<file path="src/rtl/osd_pkg.sv">
package osd_pkg;
    localparam int ROWS    = 8;
    localparam int COLS    = 20;
    localparam int NCELL   = ROWS * COLS;
    localparam int CODE_W  = 7;
    localparam int COLOR_W = 3;
    localparam int ROW_W   = $clog2(ROWS);
    localparam int COL_W   = 5;
    localparam int CELL_W  = $clog2(NCELL);
    localparam int ADDR_W  = 8;
    localparam int DATA_W  = 8;
    localparam int POS_W   = 8;
    localparam int HCNT_W  = 10;
    localparam int VCNT_W  = 9;
    localparam int GXY_W   = 4;
    localparam int NMODES  = 2;

    localparam int A_RCOL   = NCELL;
    localparam int A_BARROW = NCELL + ROWS;
    localparam int A_BARCOL = A_BARROW + 1;
    localparam int A_SPLIT  = A_BARROW + 2;
    localparam int A_HPOS   = A_BARROW + 3;
    localparam int A_VPOS   = A_BARROW + 4;
    localparam int A_CTRL   = A_BARROW + 5;

    function automatic int cell_w(int m);
        return (m != 0) ? 12 : 6;
    endfunction
    function automatic int cell_h(int m);
        return (m != 0) ? 16 : 8;
    endfunction
    function automatic int glyph_w(int m);
        return cell_w(m) - 1;
    endfunction
    function automatic int glyph_h(int m);
        return cell_h(m) - 1;
    endfunction

    typedef enum logic [1:0] {V_WAIT, V_ABOVE, V_ROWS, V_BELOW} vstate_t;

    typedef struct packed {
        logic [NCELL-1:0][CODE_W-1:0] chr;
        logic [ROWS-1:0][COLOR_W-1:0] rcol;
        logic [ROW_W-1:0]             bar_row;
        logic [COLOR_W-1:0]           bar_col2;
        logic [COL_W-1:0]             split;
        logic [POS_W-1:0]             hstart;
        logic [POS_W-1:0]             vstart;
        logic                         en;
        logic                         hires;
    } osd_cfg_t;
endpackage

</file>
<file path="src/rtl/osd_regs.sv">
module osd_regs
    import osd_pkg::*;
(
    input  logic              clk,
    input  logic              rst_n,
    input  logic              wr_en,
    input  logic [ADDR_W-1:0] wr_addr,
    input  logic [DATA_W-1:0] wr_data,
    input  logic              commit,
    output osd_cfg_t          active,
    output logic [POS_W-1:0]  nxt_vstart,
    output logic              nxt_hires
);
    osd_cfg_t shadow;
    logic [ROW_W-1:0] rsel;

    assign rsel = ROW_W'(wr_addr - ADDR_W'(A_RCOL));

    always_ff @(posedge clk or negedge rst_n) begin
        if (!rst_n) begin
            shadow <= '0;
        end else if (wr_en) begin
            if (wr_addr < ADDR_W'(A_RCOL))
                shadow.chr[CELL_W'(wr_addr)] <= wr_data[CODE_W-1:0];
            else if (wr_addr < ADDR_W'(A_BARROW))
                shadow.rcol[rsel] <= wr_data[COLOR_W-1:0];
            else if (wr_addr == ADDR_W'(A_BARROW))
                shadow.bar_row <= wr_data[ROW_W-1:0];
            else if (wr_addr == ADDR_W'(A_BARCOL))
                shadow.bar_col2 <= wr_data[COLOR_W-1:0];
            else if (wr_addr == ADDR_W'(A_SPLIT))
                shadow.split <= wr_data[COL_W-1:0];
            else if (wr_addr == ADDR_W'(A_HPOS))
                shadow.hstart <= wr_data;
            else if (wr_addr == ADDR_W'(A_VPOS))
                shadow.vstart <= wr_data;
            else if (wr_addr == ADDR_W'(A_CTRL)) begin
                shadow.en    <= wr_data[0];
                shadow.hires <= wr_data[1];
            end
        end
    end

    always_ff @(posedge clk or negedge rst_n) begin
        if (!rst_n)
            active <= '0;
        else if (commit)
            active <= shadow;
    end

    assign nxt_vstart = commit ? shadow.vstart : active.vstart;
    assign nxt_hires  = commit ? shadow.hires  : active.hires;


    active_hold_chk: assert property (@(posedge clk) disable iff (!rst_n)
        !commit |=> $stable(active));
endmodule

</file>
<file path="src/rtl/osd_timing.sv">
module osd_timing
    import osd_pkg::*;
(
    input  logic              clk,
    input  logic              rst_n,
    input  logic              hsync,
    input  logic              vsync,
    input  logic [POS_W-1:0]  nxt_vstart,
    input  logic              nxt_hires,
    input  logic [POS_W-1:0]  cur_vstart,
    output logic              frame_start,
    output logic [HCNT_W-1:0] hcnt,
    output logic [VCNT_W-1:0] vcnt,
    output logic              in_rows
);
    logic hs_q, vs_q, hfall;
    logic [VCNT_W-1:0] vcnt_d, vend;
    vstate_t state, state_d;

    assign hfall       = hs_q & ~hsync;
    assign frame_start = vs_q & ~vsync;
    assign vend = VCNT_W'(nxt_vstart) +
                  (nxt_hires ? VCNT_W'(ROWS * cell_h(1)) : VCNT_W'(ROWS * cell_h(0)));

    always_ff @(posedge clk or negedge rst_n) begin
        if (!rst_n) begin
            hs_q <= 1'b0;
            vs_q <= 1'b0;
            hcnt <= '0;
            vcnt <= '0;
        end else begin
            hs_q <= hsync;
            vs_q <= vsync;
            vcnt <= vcnt_d;
            if (hfall)
                hcnt <= '0;
            else if (hcnt != '1)
                hcnt <= hcnt + 1'b1;
        end
    end

    always_comb begin
        if (frame_start)
            vcnt_d = '0;
        else if (hfall && vcnt != '1)
            vcnt_d = vcnt + 1'b1;
        else
            vcnt_d = vcnt;
    end

    always_ff @(posedge clk or negedge rst_n) begin
        if (!rst_n) state <= V_WAIT;
        else        state <= state_d;
    end

    always_comb begin
        state_d = state;
        if (frame_start) begin
            state_d = (nxt_vstart == '0) ? V_ROWS : V_ABOVE;
        end else begin
            unique case (state)
                V_WAIT:  state_d = V_WAIT;
                V_ABOVE: if (vcnt_d == VCNT_W'(nxt_vstart)) state_d = V_ROWS;
                V_ROWS:  if (vcnt_d == vend) state_d = V_BELOW;
                V_BELOW: state_d = V_BELOW;
            endcase
        end
    end

    assign in_rows = (state == V_ROWS);


    leave_wait_chk: assert property (@(posedge clk) disable iff (!rst_n)
        frame_start |=> state != V_WAIT);


    rows_below_start_chk: assert property (@(posedge clk) disable iff (!rst_n)
        in_rows |-> vcnt >= VCNT_W'(cur_vstart));
endmodule

</file>
<file path="src/rtl/osd_render.sv">
module osd_render
    import osd_pkg::*;
(
    input  logic               clk,
    input  logic               rst_n,
    input  osd_cfg_t           cfg,
    input  logic [HCNT_W-1:0]  hcnt,
    input  logic [VCNT_W-1:0]  vcnt,
    input  logic               in_rows,
    output logic               pix_on,
    output logic [COLOR_W-1:0] pix_color
);
    logic [HCNT_W:0]   xo;
    logic [VCNT_W-1:0] yo;
    logic [COL_W-1:0]  col_m  [NMODES];
    logic [GXY_W-1:0]  gx_m   [NMODES];
    logic [ROW_W-1:0]  row_m  [NMODES];
    logic [GXY_W-1:0]  gy_m   [NMODES];
    logic              inx_m  [NMODES];
    logic              glyph_m[NMODES];

    assign xo = {1'b0, hcnt} - (HCNT_W+1)'(cfg.hstart);
    assign yo = vcnt - VCNT_W'(cfg.vstart);

    for (genvar m = 0; m < NMODES; m++) begin : g_geom
        localparam logic [HCNT_W:0]   CWX  = (HCNT_W+1)'(cell_w(m));
        localparam logic [HCNT_W:0]   SPAN = (HCNT_W+1)'(COLS * cell_w(m));
        localparam logic [VCNT_W-1:0] CHY  = VCNT_W'(cell_h(m));
        assign col_m[m]   = COL_W'(xo / CWX);
        assign gx_m[m]    = GXY_W'(xo % CWX);
        assign row_m[m]   = ROW_W'(yo / CHY);
        assign gy_m[m]    = GXY_W'(yo % CHY);
        assign inx_m[m]   = !xo[HCNT_W] && (xo < SPAN);
        assign glyph_m[m] = (gx_m[m] < GXY_W'(glyph_w(m))) &&
                            (gy_m[m] < GXY_W'(glyph_h(m)));
    end

    logic [COL_W-1:0]   col;
    logic [ROW_W-1:0]   row;
    logic [GXY_W-1:0]   gx, gy;
    logic               inx, in_glyph, dot;
    logic [CELL_W-1:0]  idx;
    logic [CODE_W-1:0]  code;
    logic [GXY_W:0]     gsum;
    logic [2:0]         bsel;
    logic [COLOR_W-1:0] color;

    always_comb begin
        col      = col_m[cfg.hires];
        row      = row_m[cfg.hires];
        gx       = gx_m[cfg.hires];
        gy       = gy_m[cfg.hires];
        inx      = inx_m[cfg.hires];
        in_glyph = glyph_m[cfg.hires];
        idx      = CELL_W'(row) * CELL_W'(COLS) + CELL_W'(col);
        code     = inx ? cfg.chr[idx] : '0;
        gsum     = (GXY_W+1)'(gx) + (GXY_W+1)'(gy);
        bsel     = 3'(gsum % (GXY_W+1)'(CODE_W));
        dot      = cfg.en && in_rows && inx && in_glyph &&
                   (code != '0) && code[bsel];
        if (row == cfg.bar_row && col >= cfg.split)
            color = cfg.bar_col2;
        else
            color = cfg.rcol[row];
    end

    always_ff @(posedge clk or negedge rst_n) begin
        if (!rst_n) begin
            pix_on    <= 1'b0;
            pix_color <= '0;
        end else begin
            pix_on    <= dot;
            pix_color <= dot ? color : '0;
        end
    end
endmodule

</file>
<file path="src/rtl/osd_overlay.sv">
module osd_overlay
    import osd_pkg::*;
(
    input  logic               clk,
    input  logic               rst_n,
    input  logic               hsync,
    input  logic               vsync,
    input  logic               wr_en,
    input  logic [ADDR_W-1:0]  wr_addr,
    input  logic [DATA_W-1:0]  wr_data,
    output logic               pix_on,
    output logic [COLOR_W-1:0] pix_color
);
    osd_cfg_t          cfg;
    logic              frame_start, in_rows, nxt_hires;
    logic [POS_W-1:0]  nxt_vstart;
    logic [HCNT_W-1:0] hcnt;
    logic [VCNT_W-1:0] vcnt;

    osd_regs u_regs (
        .clk(clk), .rst_n(rst_n), .wr_en(wr_en), .wr_addr(wr_addr),
        .wr_data(wr_data), .commit(frame_start), .active(cfg),
        .nxt_vstart(nxt_vstart), .nxt_hires(nxt_hires)
    );

    osd_timing u_timing (
        .clk(clk), .rst_n(rst_n), .hsync(hsync), .vsync(vsync),
        .nxt_vstart(nxt_vstart), .nxt_hires(nxt_hires), .cur_vstart(cfg.vstart),
        .frame_start(frame_start), .hcnt(hcnt), .vcnt(vcnt), .in_rows(in_rows)
    );

    osd_render u_render (
        .clk(clk), .rst_n(rst_n), .cfg(cfg), .hcnt(hcnt), .vcnt(vcnt),
        .in_rows(in_rows), .pix_on(pix_on), .pix_color(pix_color)
    );


    dark_when_off_chk: assert property (@(posedge clk) disable iff (!rst_n)
        pix_on |-> $past(cfg.en));
endmodule

</file>
<file path="config.mk">
export PLATFORM = sky130hd
export DESIGN_NAME = osd_overlay
export DESIGN_NICKNAME = d
export VERILOG_FILES = /design/src/rtl/osd_pkg.sv /design/src/rtl/osd_regs.sv /design/src/rtl/osd_timing.sv /design/src/rtl/osd_render.sv /design/src/rtl/osd_overlay.sv
export SDC_FILE = /design/constraint.sdc
export NUM_CORES = 2
export LEC_CHECK = 0
export ABC_AREA = 0
export BUFFER_PORTS_ARGS = -buffer_cell sky130_fd_sc_hd__buf_2
export CORE_ASPECT_RATIO = 1.75
export CORE_MARGIN = 2
export CORE_UTILIZATION = 50
export DETAILED_ROUTE_END_ITERATION = 8
export PLACE_DENSITY = 0.72
export SLEW_MARGIN = 20
export SYNTH_ARGS = -nofsm -noshare
export SYNTH_HDL_FRONTEND = slang
export SYNTH_SLANG_ARGS = --single-unit
</file>
<file path="constraint.sdc">
create_clock -name clk -period 42.5 [get_ports clk]
set_input_delay 0 -clock clk [delete_from_list [all_inputs] [get_ports clk]]
set_output_delay 0 -clock clk [all_outputs]
set_load 0.01 [all_outputs]
</file>
==> key figures <==
Run status
  – Status: finished clean

Synthesis
  – Seq cells post-synth: 2373
  – Synth top area share: 0.576
  – Largest family of logic cells by synthesized area: simple AND/OR/NAND/NOR gates
  – Yosys cell types: 102
  – Post-synth top flop: dfrtp_1
  – Syn avg cell area: 10.0 sq um
  – Gate Count Post-Synth: ~10000
  – Mapped Nets: 10400
  – Syn. warnings: 0
  – Post-synthesis xor/xnor area fraction: 0.00424
  – Compound-Gate Fraction of Synth Area: 0.0373
  – Post-Synth Simple-Gate Area: 0.202
  – Post-Synth Adder-Cell Area: 0.00764
  – Post-synth ARST share: 1.00
  – Post-synthesis cell area: 103000 sq um
  – Sequential-to-total area share from yosys stat: 0.576
  – Synth top area cells: dfrtp_1 58%, nand2_1 16%, mux2_2 13%, clkbuf_1 1.8%, nand3_1 1.7%
  – Mux contribution to synthesized area: 0.144
  – Post-synth EDFFs: 0
  – Cell taking the most area after synthesis: dfrtp_1

Setup path
  – Cells on worst reg2reg path: 72
  – Worst path required time: between 40 and 50 ns
  – R2R Path End: u_render.pix_color[0]
  – Crit path launch: u_timing.hcnt[4]
  – CP Capture Point: u_render.pix_color[0]
  – Crit Path Class: flop to flop
  – Arrival time worst endpoint: 20.77 ns
  – Nature of the critical path endpoint: flop
  – Critical path fanouts, max: 171
  – Crit path largest cell delay: 0.84 ns
  – Startpoint types: flop
  – Worst R2R Start: u_timing.hcnt[4]
  – FF-to-FF setup slack: 22.50 ns
  – CP dominant cell by count: ha_1
  – Crit-path slowest cell: a22oi_1

Clock network
  – CTS Buf Count: around 200
  – Skew-Pair Late Insertion Delay: 0.86 ns
  – Root Driver: clkbuf_16
  – Gates resized, CTS repair: 0
  – Clock sink total: 2373
  – # H-tree levels: 4
  – TritonCTS clock tree: yes
  – Reg clk slew, reported paths: 0.07 ns
  – Longest Clk Path Bufs: 4

Finish
  – Synthesis-to-finish area growth: 9.04%
  – Post-layout util: 0.549
  – Most common cell after layout, fill and taps aside: nand2_1
  – Nets: 10100
  – Commonest cells after routing, fill and taps aside: 4440 x nand2_1, 2373 x dfrtp_1, 1175 x mux2_2
  – Share of layout cells above drive strength 1: 0.172

Timing
  – RSZ-0062 raised after global routing: false
  – Setup violations, final: 0
  – Setup TNS: 0 ns
  – Final period util: 0.471
  – Minimum clock period: roughly 20 ns
  – Slew Limit Fails: 0
  – Slew headroom: 0.161
  – F_max: 50.0 MHz
  – Final hold violations: 0
  – Skew final: roughly 0.044 ns
  – Actual slew at the worst max-slew pin: 1.26 ns

Routing
  – Via count: 75600
  – Detailed Routing Iterations Pass 1: 8
  – Mean routed wirelength per cell: 23.7 um
  – DRC: 0
  – Via/cell ratio: approximately 5.9
  – Final WL: 305000 um
  – Starting DRT DRC Count: 7366
  – Post-DRT Antenna Nets: 0

Global route
  – Vias in the first global route: 77100
  – Global route overflow: 0
  – Initial antenna violation count: 9
  – First-pass GRT wire length: 467000 um
  – GRT Util Overall: 0.290
  – Largest net degree at the start of global routing: 212

Floorplanning
  – Die Wd: between 300 and 400 um
  – Die height: 605 um
  – Initial core utilization: 0.503
  – Die area: 210000 sq um
  – Boundary Pins: 25
  – Cell Rows: 220
  – Core box area: 205000 sq um

Job
  – Number of max-cap violations: 0

Place
  – Final GP Congestion: 0.941
  – IO Port Bufs: 24
  – DP HPWL: roughly 190000 um

Hold path
  – Worst min path class: input port to flop
## metrics by stage
step	setup slack, ns	cells	hold slack [ns]	instance area, sq um
CTS	22.74	12900	0.0118	112000
finish	22.50	12900	0.0100	113000
global route	21.48	12900	0.0352	112000
global placement	22.91	12500	0.123	105000
floorplan	26.09	10300	-0.296	103000
detailed placement	22.83	12500	0.127	105000
## critical path: cells and delay by family (launching register included)
kind / cells / cell delay, ns
multiplexers: 1 / 0.45
flip-flops: 1 / 0.41
AO/OA/AOI/OAI: 28 / 7.16
adder cells (fa/ha/maj): 10 / 3.41
XOR/XNOR: 4 / 1.28
buffers and inverters: 8 / 2.20
AND/OR/NAND/NOR: 21 / 4.64
## sequential cells by signal, indices dropped and copies added (netlist names)
signal	flops
u_regs.active	1173
u_regs.shadow	1173
u_timing.hcnt	10
u_timing.vcnt	9
u_render.pix_color	3
u_timing.state	2
u_render.pix_on	1
u_timing.hs_q	1
u_timing.vs_q	1
## what timing repair did
item,4_1_cts,5_1_grt
buffers inserted,0,0
endpoints found under the hold margin,680,0
hold buffers,23,0
## area by class of cell
| cell class | instances | area (sq um) |
|---|---|---|
| fillers | 17300 | 92600 |
| multi-input cells | 7237 | 41000 |
| clock inverters | 77 | 981 |
| well taps | 2664 | 3330 |
| diodes | 7 | 17.5 |
| inverters | 63 | 255 |
| clock buffers | 285 | 5900 |
| repair buffers | 177 | 1600 |
| flip-flops and latches | 2373 | 59400 |
## how the worst min path moves through the flow
stage | from | endpoint | slack [ns] | cells after the start
4_1_cts | wr_addr[4] | u_regs.shadow[466] | 0.01 | 4
3_5_place_dp | hsync | u_timing.hs_q | 0.13 | 1
3_3_place_gp | rst_n | u_regs.shadow[260] | 0.12 | 1
2_1_floorplan | rst_n | u_regs.active[0] | -0.30 | 0
5_1_grt | wr_data[7] | u_regs.shadow[17] | 0.04 | 3
6_report | wr_data[7] | u_regs.shadow[17] | 0.01 | 3
## Yosys cell counts (36+ instances only)
master and n:
nor3_1 36, inv_1 56, nor2_1 177, mux2i_1 133
a22oi_1 83, buf_2 74, dfrtp_1 2373, a21oi_1 150
nand4_1 79, a31oi_1 99, clkbuf_1 482, nand3_1 342
mux2_2 1175, ha_1 55, o21ai_0 46, nand2_1 4445
## cells by family after synthesis
group / Yosys count
simple gates: 5233
flops: 2373
mux: 1323
buf+inv: 692
compound gates: 571
fa+ha+maj: 60
xor+xnor: 50
## metal layers
metal  part of all wire  wire length [um]  vias to the layer above  track usage
met3              0.062             19000                      929       0.0418
li1                   -                 -                    33300            -
met1               0.36            109000                    38400        0.333
met5           0.000030                 9                        -            0
met4              0.086             26100                        2        0.213
met2               0.49            151000                     2867        0.493
Power is left out: the tool's default activity adds up to more than one toggle a clock period on the data nets, which glitch-free logic cannot reach.
